[config.mk]
export PLATFORM = sky130hd
export DESIGN_NAME = tri_pwm_gen
export DESIGN_NICKNAME = d
export VERILOG_FILES = /design/src/rtl/tri_pwm_pkg.sv /design/src/rtl/pwm_timebase.sv /design/src/rtl/pwm_phase.sv /design/src/rtl/pwm_outstage.sv /design/src/rtl/tri_pwm_gen.sv
export SDC_FILE = /design/constraint.sdc
export NUM_CORES = 1
export LEC_CHECK = 0
export BUFFER_PORTS_ARGS = -buffer_cell sky130_fd_sc_hd__buf_2
export CORE_MARGIN = 8
export CORE_UTILIZATION = 50
export CTS_CLUSTER_DIAMETER = 40
export DETAILED_ROUTE_END_ITERATION = 10
export GPL_TIMING_DRIVEN = 0
export PLACE_DENSITY_LB_ADDON = 0.05
export SLEW_MARGIN = 10
export SYNTH_ARGS = -nofsm -noshare
export SYNTH_HDL_FRONTEND = slang
export SYNTH_HIERARCHICAL = 1
export SYNTH_SLANG_ARGS = --single-unit
[constraint.sdc]
create_clock -name clk -period 11.4 [get_ports clk]
set_clock_uncertainty 0.05 [all_clocks]
set_input_delay 0 -clock clk [delete_from_list [all_inputs] [get_ports clk]]
set_output_delay 0 -clock clk [all_outputs]
set_load 0.01 [all_outputs]
[src/rtl/tri_pwm_pkg.sv]
// Shared register addresses and control-word layout for the three-phase
// PWM generator. Assumes a 4-bit register address.
package tri_pwm_pkg;

    localparam int ADDR_W = 4;

    typedef enum logic [ADDR_W-1:0] {
        REG_HALF    = 4'd0,
        REG_DUTY_A  = 4'd1,
        REG_DUTY_B  = 4'd2,
        REG_DUTY_C  = 4'd3,
        REG_DEAD    = 4'd4,
        REG_MINPW   = 4'd5,
        REG_SYNCW   = 4'd6,
        REG_CHOP    = 4'd7,
        REG_CTRL    = 4'd8,
        REG_TRIPCLR = 4'd9
    } reg_addr_e;

    // Control word fields (bit 0 upward: dbl_upd, chop_hi, chop_lo, gap, out_en)
    typedef struct packed {
        logic [5:0] out_en;
        logic [4:0] unused;
        logic       chop_lo;
        logic       chop_hi;
        logic       dbl_upd;
    } ctrl_t;

endpackage

[src/rtl/pwm_timebase.sv]
// Up/down period counter for center-aligned PWM.
// The counter runs 0..P-1 while counting up, then P-1..0 while counting down,
// which gives a period of 2*P cycles. It also raises the load strobes at the
// end of each half and produces the sync pulse and the period-start flag.
// Assumes the half-period register is sampled only at the period start.
module pwm_timebase #(
    parameter int CNT_W    = 16,
    parameter int SW_W     = 8,
    parameter int DEF_HALF = 64
) (
    input  logic             clk,
    input  logic             rst_n,
    input  logic [CNT_W-1:0] half_sh,
    input  logic [SW_W-1:0]  sync_w,
    output logic [CNT_W-1:0] cnt,
    output logic [CNT_W-1:0] half_act,
    output logic [CNT_W-1:0] next_half,
    output logic             ld_start,
    output logic             ld_mid,
    output logic             start,
    output logic             sync
);
    localparam logic [CNT_W-1:0] MIN_HALF = CNT_W'(2);
    localparam logic [CNT_W-1:0] DEF_CL   = (DEF_HALF < 2) ? MIN_HALF : CNT_W'(DEF_HALF);

    logic             dir_dn;
    logic [CNT_W-1:0] half_cl;
    logic [SW_W-1:0]  sync_rem;

    // Clamp the programmed half-period to the smallest workable value
    assign half_cl   = (half_sh < MIN_HALF) ? MIN_HALF : half_sh;
    // End-of-half strobes: last cycle of the down half and of the up half
    assign ld_start  = dir_dn && (cnt == '0);
    assign ld_mid    = !dir_dn && (cnt == half_act - 1'b1);
    assign start     = !dir_dn && (cnt == '0);
    assign next_half = ld_start ? half_cl : half_act;
    assign sync      = start || (sync_rem != '0);

    // Counter and direction, with the half-period reloaded at each period start
    always_ff @(posedge clk) begin
        if (!rst_n) begin
            cnt      <= '0;
            dir_dn   <= 1'b0;
            half_act <= DEF_CL;
        end else if (ld_start) begin
            dir_dn   <= 1'b0;
            half_act <= half_cl;
        end else if (ld_mid) begin
            dir_dn   <= 1'b1;
        end else if (dir_dn) begin
            cnt      <= cnt - 1'b1;
        end else begin
            cnt      <= cnt + 1'b1;
        end
    end

    // Remaining sync cycles after the period-start cycle
    always_ff @(posedge clk) begin
        if (!rst_n) begin
            sync_rem <= '0;
        end else if (start) begin
            sync_rem <= sync_w;
        end else if (sync_rem != '0) begin
            sync_rem <= sync_rem - 1'b1;
        end
    end

endmodule

[src/rtl/pwm_phase.sv]
// One phase leg: duty load with minimum-pulse deletion, center-aligned
// compare, and dead-time insertion on both complementary edges.
// Assumes the load strobe coincides with a half boundary of the counter and
// that next_half is the half-period in force after that boundary.
module pwm_phase #(
    parameter int CNT_W = 16,
    parameter int DT_W  = 10,
    parameter int MPW_W = 10
) (
    input  logic             clk,
    input  logic             rst_n,
    input  logic [CNT_W-1:0] cnt,
    input  logic [CNT_W-1:0] half_act,
    input  logic [CNT_W-1:0] next_half,
    input  logic             load,
    input  logic [CNT_W-1:0] duty_sh,
    input  logic [DT_W-1:0]  dead,
    input  logic [MPW_W-1:0] minpw,
    output logic             hi_on,
    output logic             lo_on
);
    logic [CNT_W-1:0] duty_act;
    logic [CNT_W-1:0] duty_eff;
    logic [CNT_W-1:0] gap;
    logic [CNT_W:0]   two_d;
    logic [CNT_W:0]   two_gap;
    logic [CNT_W:0]   mpw_x;
    logic             raw;
    logic             prev_r;
    logic [DT_W:0]    dcnt;

    assign two_d   = {duty_sh, 1'b0};
    assign gap     = next_half - duty_sh;
    assign two_gap = {gap, 1'b0};
    assign mpw_x   = (CNT_W+1)'(minpw);

    // Effective duty: delete pulses narrower than the minimum width, clamp overmodulation
    always_comb begin
        if (two_d < mpw_x) begin
            duty_eff = '0;
        end else if (duty_sh >= next_half) begin
            duty_eff = next_half;
        end else if (two_gap < mpw_x) begin
            duty_eff = next_half;
        end else begin
            duty_eff = duty_sh;
        end
    end

    // Active duty register, updated only on a load strobe
    always_ff @(posedge clk) begin
        if (!rst_n) begin
            duty_act <= '0;
        end else if (load) begin
            duty_act <= duty_eff;
        end
    end

    // High-side request is on in the part of each half nearest the top of the count
    assign raw = (cnt >= (half_act - duty_act));

    // Edge tracking and dead-time countdown
    always_ff @(posedge clk) begin
        if (!rst_n) begin
            prev_r <= 1'b0;
            dcnt   <= '0;
        end else if (raw != prev_r) begin
            prev_r <= raw;
            dcnt   <= {dead, 1'b0};
        end else if (dcnt != '0) begin
            dcnt   <= dcnt - 1'b1;
        end
    end

    assign hi_on = prev_r && (dcnt == '0);
    assign lo_on = !prev_r && (dcnt == '0);

endmodule

[src/rtl/pwm_outstage.sv]
// Output stage: chopping carrier, per-gate enable, trip latch and polarity.
// The trip pin gates the outputs combinationally, so a trip turns them off
// without a clock. A two-stage synchronized copy of the pin sets the latch.
// Assumes even gate indices are high sides and odd indices low sides.
module pwm_outstage #(
    parameter int NG     = 6,
    parameter int CHOP_W = 8
) (
    input  logic              clk,
    input  logic              rst_n,
    input  logic [NG-1:0]     pair_on,
    input  logic [NG-1:0]     out_en,
    input  logic              chop_hi,
    input  logic              chop_lo,
    input  logic [CHOP_W-1:0] chop_div,
    input  logic              trip_n,
    input  logic              trip_clr,
    input  logic              pol_hi,
    output logic [NG-1:0]     gate
);
    logic [CHOP_W:0] chop_cnt;
    logic [CHOP_W:0] chop_lim;
    logic            carrier;
    logic [1:0]      trip_s;
    logic            tripped;
    logic            allow;

    assign chop_lim = {chop_div, 1'b1};

    // Chop carrier toggles every 2*(N+1) cycles
    always_ff @(posedge clk) begin
        if (!rst_n) begin
            chop_cnt <= '0;
            carrier  <= 1'b1;
        end else if (chop_cnt == chop_lim) begin
            chop_cnt <= '0;
            carrier  <= ~carrier;
        end else begin
            chop_cnt <= chop_cnt + 1'b1;
        end
    end

    // Synchronize the trip pin for the latch
    always_ff @(posedge clk) begin
        if (!rst_n) begin
            trip_s <= 2'b11;
        end else begin
            trip_s <= {trip_s[0], trip_n};
        end
    end

    // Trip latch: set while the pin is low, cleared by a write while it is high
    always_ff @(posedge clk) begin
        if (!rst_n) begin
            tripped <= 1'b0;
        end else if (!trip_s[1]) begin
            tripped <= 1'b1;
        end else if (trip_clr) begin
            tripped <= 1'b0;
        end
    end

    assign allow = trip_n && !tripped;

    for (genvar k = 0; k < NG; k++) begin : g_gate
        logic chop_ok;
        if (k % 2 == 0) begin : g_hi
            assign chop_ok = !chop_hi || carrier;
        end else begin : g_lo
            assign chop_ok = !chop_lo || carrier;
        end
        assign gate[k] = (pair_on[k] && out_en[k] && chop_ok && allow) ^ ~pol_hi;
    end

endmodule

[src/rtl/tri_pwm_gen.sv]
// Three-phase center-aligned PWM generator top level.
// Holds the programmable registers, the shared time base, one phase leg per
// phase and the output stage. Writes to duty and half-period registers land
// in shadow registers and are used only at the next load point.
module tri_pwm_gen
    import tri_pwm_pkg::*;
#(
    parameter int CNT_W    = 16,
    parameter int DT_W     = 10,
    parameter int MPW_W    = 10,
    parameter int SW_W     = 8,
    parameter int CHOP_W   = 8,
    parameter int NPH      = 3,
    parameter int DEF_HALF = 64
) (
    input  logic              clk,
    input  logic              rst_n,
    input  logic              wr_en,
    input  logic [ADDR_W-1:0] wr_addr,
    input  logic [CNT_W-1:0]  wr_data,
    input  logic              trip_n,
    input  logic              pol_hi,
    output logic [2*NPH-1:0]  gate,
    output logic              pwm_sync,
    output logic              period_irq
);
    localparam int NG = 2 * NPH;

    logic [CNT_W-1:0]  half_sh;
    logic [CNT_W-1:0]  duty_sh [NPH];
    logic [DT_W-1:0]   dead_r;
    logic [MPW_W-1:0]  minpw_r;
    logic [SW_W-1:0]   syncw_r;
    logic [CHOP_W-1:0] chop_r;
    ctrl_t             ctrl_r;

    logic [CNT_W-1:0]  cnt_w;
    logic [CNT_W-1:0]  half_act_w;
    logic [CNT_W-1:0]  next_half_w;
    logic              ld_start_w;
    logic              ld_mid_w;
    logic              duty_load;
    logic [NG-1:0]     pair_on;
    logic              trip_clr;

    // Common register writes
    always_ff @(posedge clk) begin
        if (!rst_n) begin
            half_sh <= '0;
            dead_r  <= '0;
            minpw_r <= '0;
            syncw_r <= '0;
            chop_r  <= '0;
            ctrl_r  <= '0;
        end else if (wr_en) begin
            case (wr_addr)
                REG_HALF:  half_sh <= wr_data;
                REG_DEAD:  dead_r  <= wr_data[DT_W-1:0];
                REG_MINPW: minpw_r <= wr_data[MPW_W-1:0];
                REG_SYNCW: syncw_r <= wr_data[SW_W-1:0];
                REG_CHOP:  chop_r  <= wr_data[CHOP_W-1:0];
                REG_CTRL:  ctrl_r  <= ctrl_t'(wr_data[$bits(ctrl_t)-1:0]);
                default:   ;
            endcase
        end
    end

    assign trip_clr  = wr_en && (wr_addr == REG_TRIPCLR);
    assign duty_load = ld_start_w || (ctrl_r.dbl_upd && ld_mid_w);

    pwm_timebase #(
        .CNT_W    (CNT_W),
        .SW_W     (SW_W),
        .DEF_HALF (DEF_HALF)
    ) u_tb (
        .clk       (clk),
        .rst_n     (rst_n),
        .half_sh   (half_sh),
        .sync_w    (syncw_r),
        .cnt       (cnt_w),
        .half_act  (half_act_w),
        .next_half (next_half_w),
        .ld_start  (ld_start_w),
        .ld_mid    (ld_mid_w),
        .start     (period_irq),
        .sync      (pwm_sync)
    );

    for (genvar i = 0; i < NPH; i++) begin : g_ph
        // Shadow duty register of this phase
        always_ff @(posedge clk) begin
            if (!rst_n) begin
                duty_sh[i] <= '0;
            end else if (wr_en && (wr_addr == ADDR_W'(int'(REG_DUTY_A) + i))) begin
                duty_sh[i] <= wr_data;
            end
        end

        pwm_phase #(
            .CNT_W (CNT_W),
            .DT_W  (DT_W),
            .MPW_W (MPW_W)
        ) u_ph (
            .clk       (clk),
            .rst_n     (rst_n),
            .cnt       (cnt_w),
            .half_act  (half_act_w),
            .next_half (next_half_w),
            .load      (duty_load),
            .duty_sh   (duty_sh[i]),
            .dead      (dead_r),
            .minpw     (minpw_r),
            .hi_on     (pair_on[2*i]),
            .lo_on     (pair_on[2*i+1])
        );
    end

    pwm_outstage #(
        .NG     (NG),
        .CHOP_W (CHOP_W)
    ) u_out (
        .clk      (clk),
        .rst_n    (rst_n),
        .pair_on  (pair_on),
        .out_en   (ctrl_r.out_en[NG-1:0]),
        .chop_hi  (ctrl_r.chop_hi),
        .chop_lo  (ctrl_r.chop_lo),
        .chop_div (chop_r),
        .trip_n   (trip_n),
        .trip_clr (trip_clr),
        .pol_hi   (pol_hi),
        .gate     (gate)
    );

endmodule

After elaboration in Yosys (flattened, before gate mapping)
Memories as Yosys holds them, arrays and structs flattened.
Cells that the tools add are included.
W data, S select, Z words.
{"block": "word_totals", "regBits": 199, "mem_bits_rw": 48, "in_bits": 25, "memories": 1}
{"block": "op_classes", "add_sub_neg": 14, "n_lt_le_gt_ge": 13, "n_eq_ne": 15, "mux": 35, "bitwise_logic": 14, "n_reduce_logical": 69}
{"memory": "duty_sh", "words": 3, "word_bits": 16, "rd": 3, "rd_clocked_by_memory_dff": 0, "write_ports": 3, "line_no": "tri_pwm_gen.sv:30", "text": "logic [CNT_W-1:0] duty_sh [NPH];"}
{"operator": "$mux W16", "count": 15}
{"operator": "$lt A17 B10 Y1", "count": 6}
{"operator": "$ge A16 B16 Y1", "count": 6}
{"operator": "$sub A16 B16 Y16", "count": 6}
{"operator": "$mux W11", "count": 6}
{"operator": "$logic_and A1 B1 Y1", "count": 33}
{"operator": "$logic_not A11 Y1", "count": 3}
{"operator": "$reduce_bool A11 Y1", "count": 3}
{"operator": "$sub A11 B1 Y11 const B", "count": 3}
{"operator": "$sub A16 B1 Y16 const B", "count": 2}
{"operator": "$add A16 B1 Y16 const B", "count": 1}
{"operator": "$eq A16 B16 Y1", "count": 1}
{"operator": "$eq A4 B3 Y1 const B", "count": 4}
{"operator": "$logic_not A16 Y1", "count": 1}
{"operator": "$lt A16 B2 Y1 const B", "count": 1}
{"operator": "$mux W8", "count": 2}
{"operator": "$reduce_and A2 Y1", "count": 7}
{"operator": "$mux W1", "count": 12}
{"operator": "$reduce_or A2 Y1", "count": 5}
{"operator": "$add A9 B1 Y9 const B", "count": 1}
{"operator": "$eq A9 B9 Y1", "count": 1}
{"operator": "$eq A4 B2 Y1 const B", "count": 2}
{"operator": "$eq A4 B4 Y1 const B", "count": 2}
{"operator": "$reduce_bool A2 Y1", "count": 4}
{"operator": "other kinds (11)", "count": 33}

Longest topological paths before layout
{"block": "logic_depth", "word_depth": 8, "depth_mapped": 27}

Modules after synthesis
The synthesis kept the hierarchy.
{"mod": "pwm_phase at g_ph[1].u_ph ...", "n_inst": 2, "cells_per_inst": 468, "area_each_um2": 3689.8, "seq_area_each_um2": 560.5}
{"mod": "tri_pwm_gen", "n_inst": 1, "cells_per_inst": 333, "area_each_um2": 4063.9, "seq_area_each_um2": 2662.6}
{"mod": "pwm_phase at g_ph[0].u_ph", "n_inst": 1, "cells_per_inst": 487, "area_each_um2": 3923.8, "seq_area_each_um2": 560.5}
{"mod": "pwm_timebase", "n_inst": 1, "cells_per_inst": 384, "area_each_um2": 2960.3, "seq_area_each_um2": 820.8}
{"mod": "pwm_outstage", "n_inst": 1, "cells_per_inst": 75, "area_each_um2": 708.2, "seq_area_each_um2": 260.2}

Worst setup path after synthesis
Ideal clock, no wire load.
{"block": "synth_timing", "kind": "register -> register", "startpoint": "register u_tb.cnt[14]", "endpoint": "register g_ph[1].u_ph.duty_act[10]", "arrival_ps": 4875, "required_ps": 11225, "path_slack_ps": 6350, "stages_incl_launch_ff": 23, "period_less_slack_ps": 5050, "cell_sequence": "dfxtp_1 -> nor4_1 -> nand4_1 -> or2_2 -> clkbuf_1 -> a21oi_1 -> ha_1 -> nor2b_4 -> o31a_1 -> or4_4 -> a31oi_1 -> xnor2_1 -> ha_1 -> nand2_1 -> o21ai_0 -> nand2_1 -> and3_2 -> o2111ai_1 -> nor4_4 -> a21oi_4 -> buf_12 -> mux2i_1 -> o21ai_1"}
{"block": "synth_via", "elab_chain_len": 8, "word_cells_on_any_way": 13}
{"element": "from (decl)", "line_no": "pwm_timebase.sv:15", "text": "output logic [CNT_W-1:0] cnt,"}
{"element": "from (signal assigned)", "line_no": "pwm_timebase.sv:51", "text": "cnt <= cnt - 1'b1;"}
{"element": "from (signal assigned)", "line_no": "pwm_timebase.sv:53", "text": "cnt <= cnt + 1'b1;"}
{"element": "$logic_not A16 Y1 (*)", "line_no": "pwm_timebase.sv:33", "text": "assign ld_start = dir_dn && (cnt == '0);"}
{"element": "$logic_and A1 B1 Y1 (*)", "line_no": "pwm_timebase.sv:33"}
{"element": "$mux W16 (*)", "line_no": "pwm_timebase.sv:36", "text": "assign next_half = ld_start ? half_cl : half_act;"}
{"element": "via next_half_w[1]", "line_no": "tri_pwm_gen.sv:39", "text": "logic [CNT_W-1:0] next_half_w;"}
{"element": "$sub A16 B16 Y16", "line_no": "pwm_phase.sv:33", "text": "assign gap = next_half - duty_sh;"}
{"element": "$lt A17 B10 Y1", "line_no": "pwm_phase.sv:43", "text": "end else if (two_gap < mpw_x) begin"}
{"element": "$mux W16", "line_no": "pwm_phase.sv:43"}
{"element": "$mux W16 (*)", "line_no": "pwm_phase.sv:41", "text": "end else if (duty_sh >= next_half) begin"}
{"element": "$mux W16 (*)", "line_no": "pwm_phase.sv:39", "text": "if (two_d < mpw_x) begin"}
{"element": "to (signal assigned)", "line_no": "pwm_phase.sv:55", "text": "duty_act <= duty_eff;"}
{"element": "to (decl)", "line_no": "pwm_phase.sv:22", "text": "logic [CNT_W-1:0] duty_act;"}
Mark *: on every way through the listed nets, which the timed path passes. The rest lies on a longest branch.
A chain may end at the register's enable or synchronous reset.

Worst setup path in the final report
{"block": "layout_timing", "startpoint": "register u_tb.cnt[9]", "endpoint": "register g_ph[2].u_ph.duty_act[5]"}
{"block": "layout_via", "elab_chain_len": 8, "word_cells_on_any_way": 13}
{"element": "$logic_not A16 Y1 (*)", "line_no": "pwm_timebase.sv:33"}
{"element": "$logic_and A1 B1 Y1 (*)", "line_no": "pwm_timebase.sv:33"}
{"element": "$mux W16 (*)", "line_no": "pwm_timebase.sv:36"}
{"element": "via next_half_w[2]", "line_no": "tri_pwm_gen.sv:39"}
{"element": "$sub A16 B16 Y16", "line_no": "pwm_phase.sv:33"}
{"element": "$lt A17 B10 Y1", "line_no": "pwm_phase.sv:43"}
{"element": "$mux W16", "line_no": "pwm_phase.sv:43"}
{"element": "$mux W16 (*)", "line_no": "pwm_phase.sv:41"}
{"element": "$mux W16 (*)", "line_no": "pwm_phase.sv:39"}
{"element": "to (signal assigned)", "line_no": "pwm_phase.sv:55"}
{"element": "to (decl)", "line_no": "pwm_phase.sv:22"}
Marks and branches as above.

==> impl_metrics.prom <==
# TYPE chip_impl_metric gauge
chip_impl_info{name="status",value="finished clean"} 1
chip_impl_metric{name="clockBufferDepth",unit=""} 3
chip_impl_metric{name="netlist_area",unit="sq um"} 19000
chip_impl_metric{name="pre_cts_worst_setup_slack",unit="ns"} 5.16
chip_impl_metric{name="floorplan.die.height",unit="microns"} 211
chip_impl_metric{name="irDropWorstVdd",unit="uV"} 151
chip_impl_metric{name="global_route.overflow_total",unit=""} 0
chip_impl_metric{name="core_area",unit="sq um"} 37600
chip_impl_metric{name="post_detailed_route_via_to_cell_ratio",unit=""} 5.70
chip_impl_metric{name="cts_htree_levels",unit=""} 2
chip_impl_metric{name="initial_utilization",unit=""} 0.507
chip_impl_metric{name="crit_arrival",unit="ns"} 6.83
chip_impl_metric{name="timing_hold_violations_final",unit=""} 0
chip_impl_info{name="worst_setup_path_end_kind",value="register"} 1
chip_impl_metric{name="yosys.area.top_type_share",unit=""} 0.209
chip_impl_metric{name="antenna_cells",unit=""} 0
chip_impl_metric{name="die-width",unit="microns"} 211
chip_impl_metric{name="synth_async_sr_flop_share",unit=""} 0
chip_impl_metric{name="power_density",unit="nW/um^2"} 148
chip_impl_metric{name="grt_pass1_vias",unit=""} 15600
chip_impl_metric{name="clkSinkCount",unit=""} 247
chip_impl_metric{name="slew_at_the_pin_closest_to_its_max_slew_limit",unit="ns"} 0.930
chip_impl_metric{name="placed_cell_area",unit="sq um"} 19900
chip_impl_info{name="postSynth.topFlopCell",value="sky130_fd_sc_hd__dfxtp_1"} 1
chip_impl_info{name="min_path_type",value="input port to register"} 1
chip_impl_metric{name="postSynthNetCount",unit=""} 2462
chip_impl_metric{name="area.growth.synth_to_final",unit="%"} 13.7
chip_impl_metric{name="port_buffers",unit=""} 31
chip_impl_info{name="setup.worst_path.start_class",value="register"} 1
chip_impl_metric{name="wl_met1",unit="microns"} 26300
chip_impl_info{name="cp_common_cell",value="sky130_fd_sc_hd__nand2_1"} 1
chip_impl_metric{name="number_of_optimization_iterations_in_the_first_detailed_route_pass",unit=""} 6
chip_impl_metric{name="synth-xor-area-share",unit=""} 0.0693
chip_impl_info{name="grt_setup_unrepaired",value="false"} 1
chip_impl_metric{name="drt_iter0_markers",unit=""} 1134
chip_impl_metric{name="synth_enable_flop_cells",unit=""} 48
chip_impl_metric{name="floorplan.rows",unit=""} 71
chip_impl_metric{name="clock.fmax",unit="MHz"} 155
chip_impl_metric{name="timing.final.crit_period",unit="ns"} 6.44
chip_impl_metric{name="route.antenna.remaining_nets",unit=""} 0
chip_impl_metric{name="dp.final_hpwl",unit="microns"} 42700
chip_impl_metric{name="period_share",unit=""} 0.565
chip_impl_metric{name="critPathMaxStageDelay",unit="ns"} 0.63
chip_impl_metric{name="final_max_slew_viols",unit=""} 0
chip_impl_metric{name="detail_route.wl_per_cell",unit="microns"} 19.7
chip_impl_metric{name="post_synth_fa_ha_maj_area_fraction",unit=""} 0.149
chip_impl_metric{name="grt_max_degree",unit=""} 24
chip_impl_info{name="synth.top_cells.by_area",value="sky130_fd_sc_hd__dfxtp_1 (21%), sky130_fd_sc_hd__ha_1 (14%), sky130_fd_sc_hd__edfxtp_1 (7.6%), sky130_fd_sc_hd__mux2i_1 (7.1%), sky130_fd_sc_hd__xnor2_1 (4.0%)"} 1
chip_impl_metric{name="drcViolationCount",unit=""} 0
chip_impl_info{name="top_layer_used",value="met4"} 1
chip_impl_metric{name="cts_buffers",unit=""} 43
chip_impl_metric{name="synth_mux_area_frac",unit=""} 0.0754
chip_impl_metric{name="cts.reportedPaths.clkPinSlew",unit="ns"} 0.05
chip_impl_metric{name="die-area",unit="sq um"} 44600
chip_impl_metric{name="timing.slew.headroom",unit=""} 0.380
chip_impl_metric{name="setup_tns",unit="ns"} 0
chip_impl_metric{name="cp_data_required_time",unit="ns"} 11.79
chip_impl_info{name="worst-setup-path-type",value="register to register"} 1
chip_impl_metric{name="worstPathMaxFanout",unit=""} 10
chip_impl_metric{name="grt_first_pass_wirelength",unit="microns"} 86700
chip_impl_metric{name="antenna_found_initial",unit=""} 1
chip_impl_metric{name="share_of_layout_cells_above_drive_strength_1",unit=""} 0.0841
chip_impl_metric{name="synth_simple_gate_area_share",unit=""} 0.209
chip_impl_metric{name="cellLeakagePower",unit="nW"} 9.15
chip_impl_metric{name="finish.instance_area",unit="sq um"} 21700
chip_impl_metric{name="groute.usage.overall",unit=""} 0.249
chip_impl_metric{name="synthesis.instances",unit=""} 2215
chip_impl_metric{name="setup_viol_count_final",unit=""} 0
chip_impl_metric{name="max_cap_violations",unit=""} 0
chip_impl_metric{name="synth-seq-area-share",unit=""} 0.285
chip_impl_info{name="main_combinational_cell_family_by_area_after_synthesis",value="simple AND/OR/NAND/NOR gates"} 1
chip_impl_metric{name="final_critical_path_setup_slack",unit="ns"} 4.96
chip_impl_metric{name="synth_compound_area_frac",unit=""} 0.157
chip_impl_metric{name="ioPinCount",unit=""} 33
chip_impl_metric{name="synth.avg_cell_area",unit="sq um"} 8.59
chip_impl_metric{name="hold_ws",unit="ns"} 0.313
chip_impl_metric{name="netlist-cell-type-count",unit=""} 99
chip_impl_info{name="list_of_cells_traversed_by_the_critical_path",value="nor4_1 -> nand4_1 -> or2_2 -> clkbuf_1 -> clkinv_1 -> nand2_1 -> nand2_1 -> ha_1 -> o21a_1 -> o31a_1 -> or4_4 -> a31oi_1 -> xnor2_1 -> ha_1 -> nand2_1 -> o21ai_0 -> nand2_1 -> and3_2 -> o2111ai_1 -> nor4_4 -> a21oi_4 -> buf_12 -> mux2i_1 -> o21ai_1"} 1
chip_impl_metric{name="clk_latency",unit="ns"} 0.57
chip_impl_metric{name="path_buf_inv",unit=""} 3
chip_impl_info{name="cts_root_buf",value="sky130_fd_sc_hd__clkbuf_16"} 1
chip_impl_metric{name="met3_wirelength",unit="microns"} 3430
chip_impl_metric{name="gp_congestion",unit=""} 0.941
chip_impl_metric{name="met2WireLength",unit="microns"} 24800
chip_impl_metric{name="cts_resized",unit=""} 0
chip_impl_metric{name="synthesis.yosys.warnings",unit=""} 6
chip_impl_info{name="synth.largest_area_cell",value="sky130_fd_sc_hd__dfxtp_1"} 1
chip_impl_info{name="critPathTopFamily",value="simple AND/OR/NAND/NOR gates"} 1
chip_impl_metric{name="vias",unit=""} 16300
chip_impl_info{name="cpMaxStageDelayCell",value="sky130_fd_sc_hd__dfxtp_1"} 1
chip_impl_metric{name="drt-total-wl",unit="microns"} 56400
chip_impl_metric{name="fin_nets",unit=""} 2565
chip_impl_info{name="clock_tree_from_tritoncts",value="done"} 1
chip_impl_metric{name="synth-seq-cells",unit=""} 247
## final cells by class
class,instances,area [sq um]
repair buffers,58,433
fillers,3400,15900
inverters,189,709
clock buffers,49,1150
clock inverters,31,379
plain buffers,61,355
multi-input cells,1718,12600
well taps,511,639
flip-flops and latches,247,5430
## registers in the layout, indices dropped and copies added (netlist names), 2 cells and up
signal,count
syncw_r,8
u_tb/half_act,16
u_out/trip_s,2
u_out/chop_cnt,9
duty_sh,48
g_ph.u_ph/duty_act,48
u_tb/sync_rem,8
ctrl_r,9
minpw_r,10
g_ph.u_ph/dcnt,33
chop_r,8
u_tb/cnt,16
g_ph.u_ph/prev_r,3
dead_r,10
half_sh,16
## layout by cell type (no fill, tap or decap), types with 8 or more instances in the layout
master and count:
sky130_fd_sc_hd__o211ai_1 12, sky130_fd_sc_hd__dlygate4sd3_1 26, sky130_fd_sc_hd__nor4_1 21, sky130_fd_sc_hd__nor3_1 43, sky130_fd_sc_hd__nand3b_1 8, sky130_fd_sc_hd__ha_1 215
sky130_fd_sc_hd__mux2i_1 135, sky130_fd_sc_hd__a211oi_1 12, sky130_fd_sc_hd__nand2b_1 33, sky130_fd_sc_hd__clkbuf_1 34, sky130_fd_sc_hd__dfxtp_1 199, sky130_fd_sc_hd__o2111ai_1 21
sky130_fd_sc_hd__or3_1 15, sky130_fd_sc_hd__nand3_1 60, sky130_fd_sc_hd__a31oi_1 11, sky130_fd_sc_hd__xnor2_1 88, sky130_fd_sc_hd__o21ai_1 50, sky130_fd_sc_hd__a21oi_1 114
sky130_fd_sc_hd__a21o_1 49, sky130_fd_sc_hd__a32oi_1 16, sky130_fd_sc_hd__buf_2 41, sky130_fd_sc_hd__and2_1 70, sky130_fd_sc_hd__and3_1 19, sky130_fd_sc_hd__o21ai_0 36
sky130_fd_sc_hd__nor2b_1 46, sky130_fd_sc_hd__o21bai_1 12, sky130_fd_sc_hd__or4_1 11, sky130_fd_sc_hd__inv_1 186, sky130_fd_sc_hd__edfxtp_1 48, sky130_fd_sc_hd__nor2_1 138
sky130_fd_sc_hd__o21a_1 34, sky130_fd_sc_hd__xor2_1 59, sky130_fd_sc_hd__nand4_1 43, sky130_fd_sc_hd__clkbuf_16 43, sky130_fd_sc_hd__o31a_1 8, sky130_fd_sc_hd__nand2_1 205
sky130_fd_sc_hd__or2_2 11
## layer usage
layer / track usage / vias up
li1: - / 8102
met1: 0.338 / 7614
met2: 0.392 / 492
met3: 0.0405 / 112
met4: 0.0977 / 0
met5: 0 / -
## worst register-to-register path, stage by stage, from the launching register on
cell	delay, ns
sky130_fd_sc_hd__dfxtp_1	0.63
sky130_fd_sc_hd__nor4_1	0.15
sky130_fd_sc_hd__nand4_1	0.19
sky130_fd_sc_hd__or2_2	0.14
sky130_fd_sc_hd__clkbuf_1	0.42
sky130_fd_sc_hd__clkinv_1	0.36
sky130_fd_sc_hd__nand2_1	0.15
sky130_fd_sc_hd__nand2_1	0.39
sky130_fd_sc_hd__ha_1	0.53
sky130_fd_sc_hd__o21a_1	0.20
sky130_fd_sc_hd__o31a_1	0.13
sky130_fd_sc_hd__or4_4	0.43
sky130_fd_sc_hd__a31oi_1	0.35
sky130_fd_sc_hd__xnor2_1	0.14
sky130_fd_sc_hd__ha_1	0.34
sky130_fd_sc_hd__nand2_1	0.06
sky130_fd_sc_hd__o21ai_0	0.14
sky130_fd_sc_hd__nand2_1	0.08
sky130_fd_sc_hd__and3_2	0.17
sky130_fd_sc_hd__o2111ai_1	0.13
sky130_fd_sc_hd__nor4_4	0.07
sky130_fd_sc_hd__a21oi_4	0.39
sky130_fd_sc_hd__buf_12	0.20
sky130_fd_sc_hd__mux2i_1	0.39
sky130_fd_sc_hd__o21ai_1	0.09
## through the flow
stage,utilization,total power [mW],std cells
after floorplan,-,1.69,2215
after global placement,0.528,1.84,2757
after detailed placement,0.529,1.87,2760
after CTS,0.576,3.23,2864
after global routing,0.576,3.38,2864
final,0.576,3.21,2864
## repair_timing
item	4_1_cts	5_1_grt
setup buffers	0	0
hold endpoints to repair	116	0
hold buffers	24	0
## cell usage after synthesis (7+ instances only)
| cell type | number |
|---|---|
| sky130_fd_sc_hd__or3_1 | 15 |
| sky130_fd_sc_hd__edfxtp_1 | 48 |
| sky130_fd_sc_hd__dfxtp_1 | 199 |
| sky130_fd_sc_hd__nor2_1 | 138 |
| sky130_fd_sc_hd__o21a_1 | 34 |
| sky130_fd_sc_hd__inv_1 | 186 |
| sky130_fd_sc_hd__o31ai_1 | 7 |
| sky130_fd_sc_hd__nor4_1 | 21 |
| sky130_fd_sc_hd__nand2b_1 | 33 |
| sky130_fd_sc_hd__nor2b_1 | 46 |
| sky130_fd_sc_hd__nand2_1 | 205 |
| sky130_fd_sc_hd__and2_1 | 70 |
| sky130_fd_sc_hd__a21oi_1 | 115 |
| sky130_fd_sc_hd__a31oi_1 | 11 |
| sky130_fd_sc_hd__xnor2_1 | 88 |
| sky130_fd_sc_hd__a211o_1 | 7 |
| sky130_fd_sc_hd__nand3b_1 | 8 |
| sky130_fd_sc_hd__o21ai_1 | 49 |
| sky130_fd_sc_hd__o21bai_1 | 12 |
| sky130_fd_sc_hd__or4_1 | 11 |
| sky130_fd_sc_hd__fa_1 | 7 |
| sky130_fd_sc_hd__xor2_1 | 59 |
| sky130_fd_sc_hd__nor3_1 | 43 |
| sky130_fd_sc_hd__and3_1 | 19 |
| sky130_fd_sc_hd__o2111ai_1 | 21 |
| sky130_fd_sc_hd__nand4_1 | 43 |
| sky130_fd_sc_hd__o21ai_0 | 40 |
| sky130_fd_sc_hd__o211ai_1 | 12 |
| sky130_fd_sc_hd__a32oi_1 | 16 |
| sky130_fd_sc_hd__mux2i_1 | 135 |
| sky130_fd_sc_hd__or2_2 | 11 |
| sky130_fd_sc_hd__ha_1 | 215 |
| sky130_fd_sc_hd__a21o_1 | 49 |
| sky130_fd_sc_hd__nand3_1 | 60 |
| sky130_fd_sc_hd__clkbuf_1 | 33 |
| sky130_fd_sc_hd__o31a_1 | 8 |
| sky130_fd_sc_hd__buf_2 | 10 |
| sky130_fd_sc_hd__a211oi_1 | 12 |
## path summary, 6_finish.rpt
check	to	slack, ns	startpoint	cells past startpoint
worst max-delay path	g_ph[2].u_ph/duty_act[5]	4.96	u_tb/cnt[9]	24
worst min-delay path	half_sh[14]	0.31	wr_data[14]	4
worst max register to register	g_ph[2].u_ph/duty_act[5]	4.96	u_tb/cnt[9]	24
worst min register to register	u_out/trip_s[1]	0.36	u_out/trip_s[0]	1
## logic make-up (layout without fill, tap and decap cells)
| logic type | after synthesis | after routing |
|---|---|---|
| compound gates | 440 | 440 |
| xor+xnor | 149 | 149 |
| fa+ha+maj | 222 | 222 |
| buf+inv | 250 | 388 |
| flops | 247 | 247 |
| mux | 141 | 141 |
| simple gates | 766 | 766 |
## power breakdown
group | total (mW) | internal (mW) | switching [mW]
logic | 0.820 | 0.372 | 0.448
registers | 1.04 | 0.966 | 0.0769
clock network | 1.34 | 0.853 | 0.491
total | 3.21 | 2.19 | 1.02
(Power assumes the default switching activity.)
